**src/rtl/radio_bitbuf_pkg.sv**
```systemverilog
package radio_bitbuf_pkg;

    typedef enum logic [2:0] {
        ST_RX_IDLE = 3'd0,
        ST_RX_RUN  = 3'd1,
        ST_TX_IDLE = 3'd2,
        ST_TX_RUN  = 3'd3,
        ST_BYPASS  = 3'd4
    } link_state_e;

endpackage

```
**src/rtl/rbb_bit_timer.sv**
```systemverilog
// Bit-period down-counter; expires once per period and toggles the bit clock.
module rbb_bit_timer #(
    parameter int TW = 16
) (
    input  logic          clk,
    input  logic          rst_n,
    input  logic          run,
    input  logic          load,
    input  logic [TW-1:0] load_val,
    input  logic [TW-1:0] period,
    output logic          tick,
    output logic          sclk
);
    logic [TW-1:0] cnt_q;

    assign tick = run && (cnt_q == '0);

    always_ff @(posedge clk or negedge rst_n) begin
        if (!rst_n) begin
            cnt_q <= '0;
            sclk  <= 1'b0;
        end else begin
            if (load) begin
                cnt_q <= load_val;
            end else if (tick) begin
                cnt_q <= period - TW'(1);
            end else if (run) begin
                cnt_q <= cnt_q - TW'(1);
            end
            if (tick) begin
                sclk <= ~sclk;
            end
        end
    end
endmodule

```
**src/rtl/rbb_rx_deser.sv**
```systemverilog
// Receive shift register with a holding byte, a ready flag and an overrun flag.
module rbb_rx_deser #(
    parameter int DW = 8,
    localparam int CW = $clog2(DW)
) (
    input  logic          clk,
    input  logic          rst_n,
    input  logic          clr,
    input  logic          sample,
    input  logic          bit_in,
    input  logic          rd,
    output logic [DW-1:0] data,
    output logic          ready,
    output logic          overrun,
    output logic [DW-1:0] partial,
    output logic [CW-1:0] bitcnt
);
    logic [DW-1:0] shreg_q;
    logic [DW-1:0] shreg_n;
    logic          complete;

    assign shreg_n  = {shreg_q[DW-2:0], bit_in};
    assign complete = sample && !clr && (bitcnt == CW'(DW-1));
    assign partial  = shreg_q;

    always_ff @(posedge clk or negedge rst_n) begin
        if (!rst_n) begin
            shreg_q <= '0;
            bitcnt  <= '0;
            data    <= '0;
            ready   <= 1'b0;
            overrun <= 1'b0;
        end else begin
            if (clr) begin
                shreg_q <= '0;
                bitcnt  <= '0;
            end else if (sample) begin
                shreg_q <= complete ? '0 : shreg_n;
                bitcnt  <= complete ? '0 : bitcnt + CW'(1);
            end
            if (complete) begin
                data    <= shreg_n;
                ready   <= 1'b1;
                overrun <= (ready || overrun) && !rd;
            end else if (rd) begin
                ready   <= 1'b0;
                overrun <= 1'b0;
            end
        end
    end
endmodule

```
**src/rtl/rbb_tx_ser.sv**
```systemverilog
// Transmit holding register and MSB-first shifter with a next-byte request.
module rbb_tx_ser #(
    parameter int DW = 8,
    localparam int CW = $clog2(DW)
) (
    input  logic          clk,
    input  logic          rst_n,
    input  logic          wr,
    input  logic [DW-1:0] wdata,
    input  logic          launch,
    input  logic          bit_tick,
    output logic          full,
    output logic          line_bit,
    output logic          req,
    output logic          drained
);
    logic [DW-1:0] hold_q;
    logic [DW-1:0] shreg_q;
    logic [CW-1:0] idx_q;
    logic          last_bit;
    logic          consume;

    assign last_bit = (idx_q == CW'(DW-1));
    assign consume  = launch || (bit_tick && last_bit && full);
    assign drained  = bit_tick && last_bit && !full;
    assign line_bit = shreg_q[DW-1];

    always_ff @(posedge clk or negedge rst_n) begin
        if (!rst_n) begin
            hold_q  <= '0;
            shreg_q <= '0;
            idx_q   <= '0;
            full    <= 1'b0;
            req     <= 1'b0;
        end else begin
            req <= bit_tick && (idx_q == CW'(DW-2));
            if (wr && !full) begin
                hold_q <= wdata;
                full   <= 1'b1;
            end else if (consume) begin
                full   <= 1'b0;
            end
            if (consume) begin
                shreg_q <= hold_q;
                idx_q   <= '0;
            end else if (bit_tick && !last_bit) begin
                shreg_q <= {shreg_q[DW-2:0], 1'b0};
                idx_q   <= idx_q + CW'(1);
            end
        end
    end
endmodule

```
**src/rtl/radio_bitbuf.sv**
```systemverilog
module radio_bitbuf
    import radio_bitbuf_pkg::*;
#(
    parameter int TIMER_W = 16,
    parameter int DATA_W  = 8,
    localparam int CNT_W  = $clog2(DATA_W)
) (
    input  logic               clk,
    input  logic               rst_n,
    input  logic               cfg_tx_mode,
    input  logic               cfg_bypass,
    input  logic [TIMER_W-1:0] cfg_period,
    input  logic               start_valid,
    input  logic [TIMER_W-1:0] start_age,
    input  logic               rx_line,
    input  logic               rx_rd,
    output logic [DATA_W-1:0]  rx_data,
    output logic               rx_ready,
    output logic               rx_overrun,
    output logic [DATA_W-1:0]  rx_partial,
    output logic [CNT_W-1:0]   rx_bitcnt,
    input  logic               tx_wr,
    input  logic [DATA_W-1:0]  tx_wdata,
    output logic               tx_full,
    output logic               tx_req,
    output logic               tx_line,
    input  logic               byp_drive,
    output logic               rx_level,
    output logic               sample_clk
);
    link_state_e        state_q, state_n;
    logic               rx_sel, tx_sel;
    logic               rx_accept, tx_launch;
    logic               timer_load, timer_run, tick;
    logic [TIMER_W-1:0] half_period, align_val, load_val;
    logic               rx_sample, tx_tick;
    logic               ser_bit, ser_drained;

    assign rx_sel      = !cfg_bypass && !cfg_tx_mode;
    assign tx_sel      = !cfg_bypass && cfg_tx_mode;
    assign half_period = cfg_period >> 1;
    assign align_val   = (start_age >= half_period) ? '0
                       : half_period - TIMER_W'(1) - start_age;

    // state register
    always_ff @(posedge clk or negedge rst_n) begin
        if (!rst_n) begin
            state_q <= ST_RX_IDLE;
        end else begin
            state_q <= state_n;
        end
    end

    // next state
    always_comb begin
        state_n = state_q;
        unique case (state_q)
            ST_RX_IDLE: begin
                if (cfg_tx_mode)      state_n = ST_TX_IDLE;
                else if (start_valid) state_n = ST_RX_RUN;
            end
            ST_RX_RUN: begin
                if (cfg_tx_mode)      state_n = ST_TX_IDLE;
            end
            ST_TX_IDLE: begin
                if (!cfg_tx_mode)     state_n = ST_RX_IDLE;
                else if (tx_full)     state_n = ST_TX_RUN;
            end
            ST_TX_RUN: begin
                if (!cfg_tx_mode)     state_n = ST_RX_IDLE;
                else if (ser_drained) state_n = ST_TX_IDLE;
            end
            ST_BYPASS: begin
                state_n = cfg_tx_mode ? ST_TX_IDLE : ST_RX_IDLE;
            end
            default: state_n = ST_RX_IDLE;
        endcase
        if (cfg_bypass) state_n = ST_BYPASS;
    end

    // outputs of the state machine
    always_comb begin
        rx_accept = 1'b0;
        tx_launch = 1'b0;
        timer_run = 1'b0;
        rx_sample = 1'b0;
        tx_tick   = 1'b0;
        tx_line   = 1'b0;
        unique case (state_q)
            ST_RX_IDLE: begin
                rx_accept = rx_sel && start_valid;
            end
            ST_RX_RUN: begin
                rx_accept = rx_sel && start_valid;
                timer_run = 1'b1;
                rx_sample = rx_sel && tick;
            end
            ST_TX_IDLE: begin
                tx_launch = tx_sel && tx_full;
            end
            ST_TX_RUN: begin
                timer_run = 1'b1;
                tx_tick   = tx_sel && tick;
                tx_line   = ser_bit;
            end
            ST_BYPASS: begin
                tx_line   = 1'b0;
            end
            default: begin
                tx_line   = 1'b0;
            end
        endcase
        if (cfg_bypass) tx_line = byp_drive;
    end

    assign timer_load = rx_accept || tx_launch;
    assign load_val   = rx_accept ? align_val : cfg_period - TIMER_W'(1);
    assign rx_level   = rx_line;

    rbb_bit_timer #(.TW(TIMER_W)) u_timer (
        .clk      (clk),
        .rst_n    (rst_n),
        .run      (timer_run),
        .load     (timer_load),
        .load_val (load_val),
        .period   (cfg_period),
        .tick     (tick),
        .sclk     (sample_clk)
    );

    rbb_rx_deser #(.DW(DATA_W)) u_rx (
        .clk     (clk),
        .rst_n   (rst_n),
        .clr     (rx_accept),
        .sample  (rx_sample),
        .bit_in  (rx_line),
        .rd      (rx_rd),
        .data    (rx_data),
        .ready   (rx_ready),
        .overrun (rx_overrun),
        .partial (rx_partial),
        .bitcnt  (rx_bitcnt)
    );

    rbb_tx_ser #(.DW(DATA_W)) u_tx (
        .clk      (clk),
        .rst_n    (rst_n),
        .wr       (tx_wr),
        .wdata    (tx_wdata),
        .launch   (tx_launch),
        .bit_tick (tx_tick),
        .full     (tx_full),
        .line_bit (ser_bit),
        .req      (tx_req),
        .drained  (ser_drained)
    );
endmodule

```
**config.mk**
```make
export PLATFORM = sky130hd
export DESIGN_NAME = radio_bitbuf
export DESIGN_NICKNAME = d
export VERILOG_FILES = /design/src/rtl/radio_bitbuf_pkg.sv /design/src/rtl/rbb_bit_timer.sv /design/src/rtl/rbb_rx_deser.sv /design/src/rtl/rbb_tx_ser.sv /design/src/rtl/radio_bitbuf.sv
export SDC_FILE = /design/constraint.sdc
export NUM_CORES = 1
export LEC_CHECK = 0
export ABC_AREA = 1
export CORE_MARGIN = 5
export CORE_UTILIZATION = 49
export DETAILED_ROUTE_END_ITERATION = 8
export GPL_TIMING_DRIVEN = 0
export PLACE_DENSITY = 0.73
export SYNTH_ARGS = -nofsm -noshare
export SYNTH_HDL_FRONTEND = slang
export SYNTH_SLANG_ARGS = --single-unit
export TNS_END_PERCENT = 5
```
**constraint.sdc**
```tcl
create_clock -name clk -period 5.2 [get_ports clk]
set_input_delay 1.04 -clock clk [delete_from_list [all_inputs] [get_ports clk]]
set_output_delay 1.04 -clock clk [all_outputs]
set_load 0.1 [all_outputs]
```
==> impl_metrics.tcl <==
set metrics [dict create \
    p_leak_nw 3.202 \
    drv_cap 0 \
    rows 37 \
    syn_area_per_cell_um2 6.858 \
    peakVddDrop_v 0.0002326 \
    synth_cells 756 \
    critPathKind "input port to primary output" \
    setup_tns_ns 0 \
    start_util 0.5022 \
    syn-cell-area_mm2 0.005185 \
    place_area_mm2 0.006111 \
    wl_per_cell_um 14.11 \
    hold_viol 0 \
    die_w_um 112.9 \
    dieArea_mm2 0.01274 \
    drive_gt1_frac 0.09102 \
    die_h_um 112.9 \
    dp.cells 967 \
    io_buffers 74 \
    synth_top_area_frac 0.2992 \
    multi_input_area_mm2 0.003146 \
    gp_congestion 0.9343 \
    cts_tree "done" \
    vias 5140 \
    synth-seq-cells 62 \
    crit_family "buffers and inverters" \
    post-place-ws_ns 1.091 \
    post_cts_resized 0 \
    core_area_mm2 0.01032 \
    diodes 0 \
    cp-end-kind "primary output" \
    grt_pass1_vias 4905 \
    fin_ws_ns 1.097 \
    cp_max_fo 7 \
    io_pins 75 \
    critical-path-max-stage-delay_ns 1.16 \
    yosysSeqAreaShare 0.2992 \
    cts_max_level 3 \
    syn2layout_area_growth_pct 21.86 \
    seq_area_mm2 0.001551 \
    cp-start-kind "input port" \
    route.detailed.drc 0 \
    synth_nets 844 \
    clk_path_buf_depth 2 \
    fmax_mhz 243.7 \
    timing.final.max_slew_violations 0 \
    worstPathArrival_ns 3.06 \
    clk_latency_ns 0.35 \
    tightest_slew_ns 0.9770 \
    cp_data_required_time_ns 4.16 \
    antenna_found_initial 0 \
    first_pass_iters 5 \
    cts_inserted_buffers 9 \
    cts_sinks 62 \
    grt_overflow 0 \
    final_nets 930 \
    ant_nets 0 \
    via_per_inst 5.234 \
    path_cells "clkdlybuf4s50_1 > inv_1 > nand2_1 > o21ai_0 > clkdlybuf4s50_1" \
    crit_top_cell "clkdlybuf4s50_1" \
    fin_skew_ns 0.006772 \
    post-cts-setup-buffers 0 \
    min_period_ns 4.103 \
    crit_buf_inv 3 \
    grt_start_max_net_pins 36 \
    period_share 0.7891 \
    dpl.hpwl_um 11240 \
    r2r_slack_ns 3.12 \
    fin_area_mm2 0.006319 \
    cp_slowest_cell "clkdlybuf4s50_1" \
    fillers 957 \
    track_usage 0.2252 \
    final_cell_count_no_fill 982 \
    synth_top_cell_by_area "dfrtp_1" \
    slew_headroom 0.3466 \
    drt_wl_total_um 13850 \
    clk_pin_slew_ns 0.06 \
    rsz0062_at_grt "false" \
    yosys_warnings 0 \
    status "complete, no violations" \
    drt-initial-drc-count 370 \
    synth_area_leaders "dfrtp_1 30%, nand2_1 17%, ha_1 9.2%, inv_1 7.5%, nand3_1 5.7%" \
    grt_pass1_wl_um 23540 \
    powerDensity_mw_per_mm2 312.6 \
    cts_hold_buf 0 \
    finalSetupViolCount 0 \
    ys_types 47 \
    root_buffer "clkbuf_8" \
    hp-class "flip-flop to flip-flop" \
]
[registers in the layout, indices dropped and copies added (netlist names)]
| signal | flops |
|---|---|
| u_timer.cnt_q | 16 |
| u_rx.data | 8 |
| u_rx.partial | 8 |
| u_tx.hold_q | 8 |
| u_tx.shreg_q | 8 |
| state_q | 3 |
| u_rx.bitcnt | 3 |
| u_tx.idx_q | 3 |
| u_rx.overrun | 1 |
| u_rx.ready | 1 |
| u_timer.sclk | 1 |
| u_tx.full | 1 |
| u_tx.req | 1 |
[worst min-delay path, cell delays in order, from the launching register on]
cell     delay, ns
dfrtp_1       0.35
nand2_1       0.05
nand2_1       0.05
[worst paths after layout]
kind,startpoint,end,cells past startpoint
max,cfg_bypass,tx_line,5
min,u_rx.data[0],u_rx.data[0],2
max reg2reg,u_timer.cnt_q[0],u_rx.partial[3],10
min reg2reg,u_rx.data[0],u_rx.data[0],2
max in group asynchronous,rst_n,u_timer.cnt_q[2],2
min in group asynchronous,rst_n,u_timer.cnt_q[14],1
[kinds of logic (layout without fill, tap and decap cells)]
family,after synthesis,count (layout),synth area share
AND/OR/NAND/NOR,424,424,0.3682
flip-flops,62,62,0.2992
buffers and inverters,122,212,0.09411
XOR/XNOR,25,25,0.04223
AO/OA/AOI/OAI,75,75,0.08133
adder cells (fa/ha/maj),39,39,0.09556
multiplexers,9,9,0.01931
[cells in the final DEF (no fill, tap or decap), types with 3 or more instances in the layout]
master,netlist,layout
nand2_1,239,239
xor2_1,19,19
o21ai_2,5,5
o211ai_1,4,4
mux2_2,8,8
buf_2,3,4
nand4_1,11,11
inv_2,9,9
nor2_2,9,9
a21oi_1,24,24
clkbuf_8,0,12
clkdlybuf4s50_1,0,73
o21ai_0,29,29
inv_1,103,103
o21ai_1,4,4
nand3b_1,6,6
dfrtp_1,62,62
nor2_1,68,68
ha_1,38,38
nor3_1,7,7
nand3_1,59,59
nor2_4,4,4
nand2_2,7,7
xnor2_1,6,6
o22ai_1,3,3
[cell usage after synthesis, drive strengths merged]
master and number:
and2 1, nand2 247, nor4 2, xor2 19
xnor2 6, mux2i 1, or2 2, o22ai 3
nor2 82, a21o 1, dfrtp 62, inv 113
a31oi 2, clkinv 1, fa 1, o211ai 4
nand3 62, nor3 9, a21oi 24, o21ai 38
a22o 1, o31ai 1, nand3b 6, nand4 13
ha 38, mux2 8, a211oi 1, buf 6
clkbuf 2
[area by class of cell]
type / instances / area share
Tap cell: 136 / 0.02693
Buffer: 8 / 0.008317
Clock buffer: 12 / 0.02614
Inverter: 114 / 0.06891
Sequential cell: 62 / 0.2455
Clock inverter: 3 / 0.006733
Timing Repair Buffer: 75 / 0.1196
Multi-Input combinational cell: 572 / 0.4978
[stage by stage]
stage,utilization,hold WS (ns),total power [mW]
floorplan,-,0.4476,1.299
global placement,0.5905,0.4557,1.508
detailed placement,0.5919,0.4670,1.526
CTS,0.6120,0.4835,1.977
global route,0.6120,0.4951,2.129
finish,0.6120,0.4786,1.975
[power breakdown]
part | internal (mW) | switching (mW) | total (mW)
logic | 0.304 | 0.496 | 0.800
clock network | 0.257 | 0.189 | 0.446
registers | 0.609 | 0.119 | 0.729
total | 1.17 | 0.805 | 1.97
[per-layer routing]
| layer | GRT usage | part of all wire |
|---|---|---|
| met1 | 0.3366 | 0.47 |
| met2 | 0.3416 | 0.44 |
| met3 | 0.03636 | 0.076 |
| met4 | 0.05208 | 0.010 |
| met5 | 0 | 0 |
Note: power is estimated with default switching activity, not from simulation.
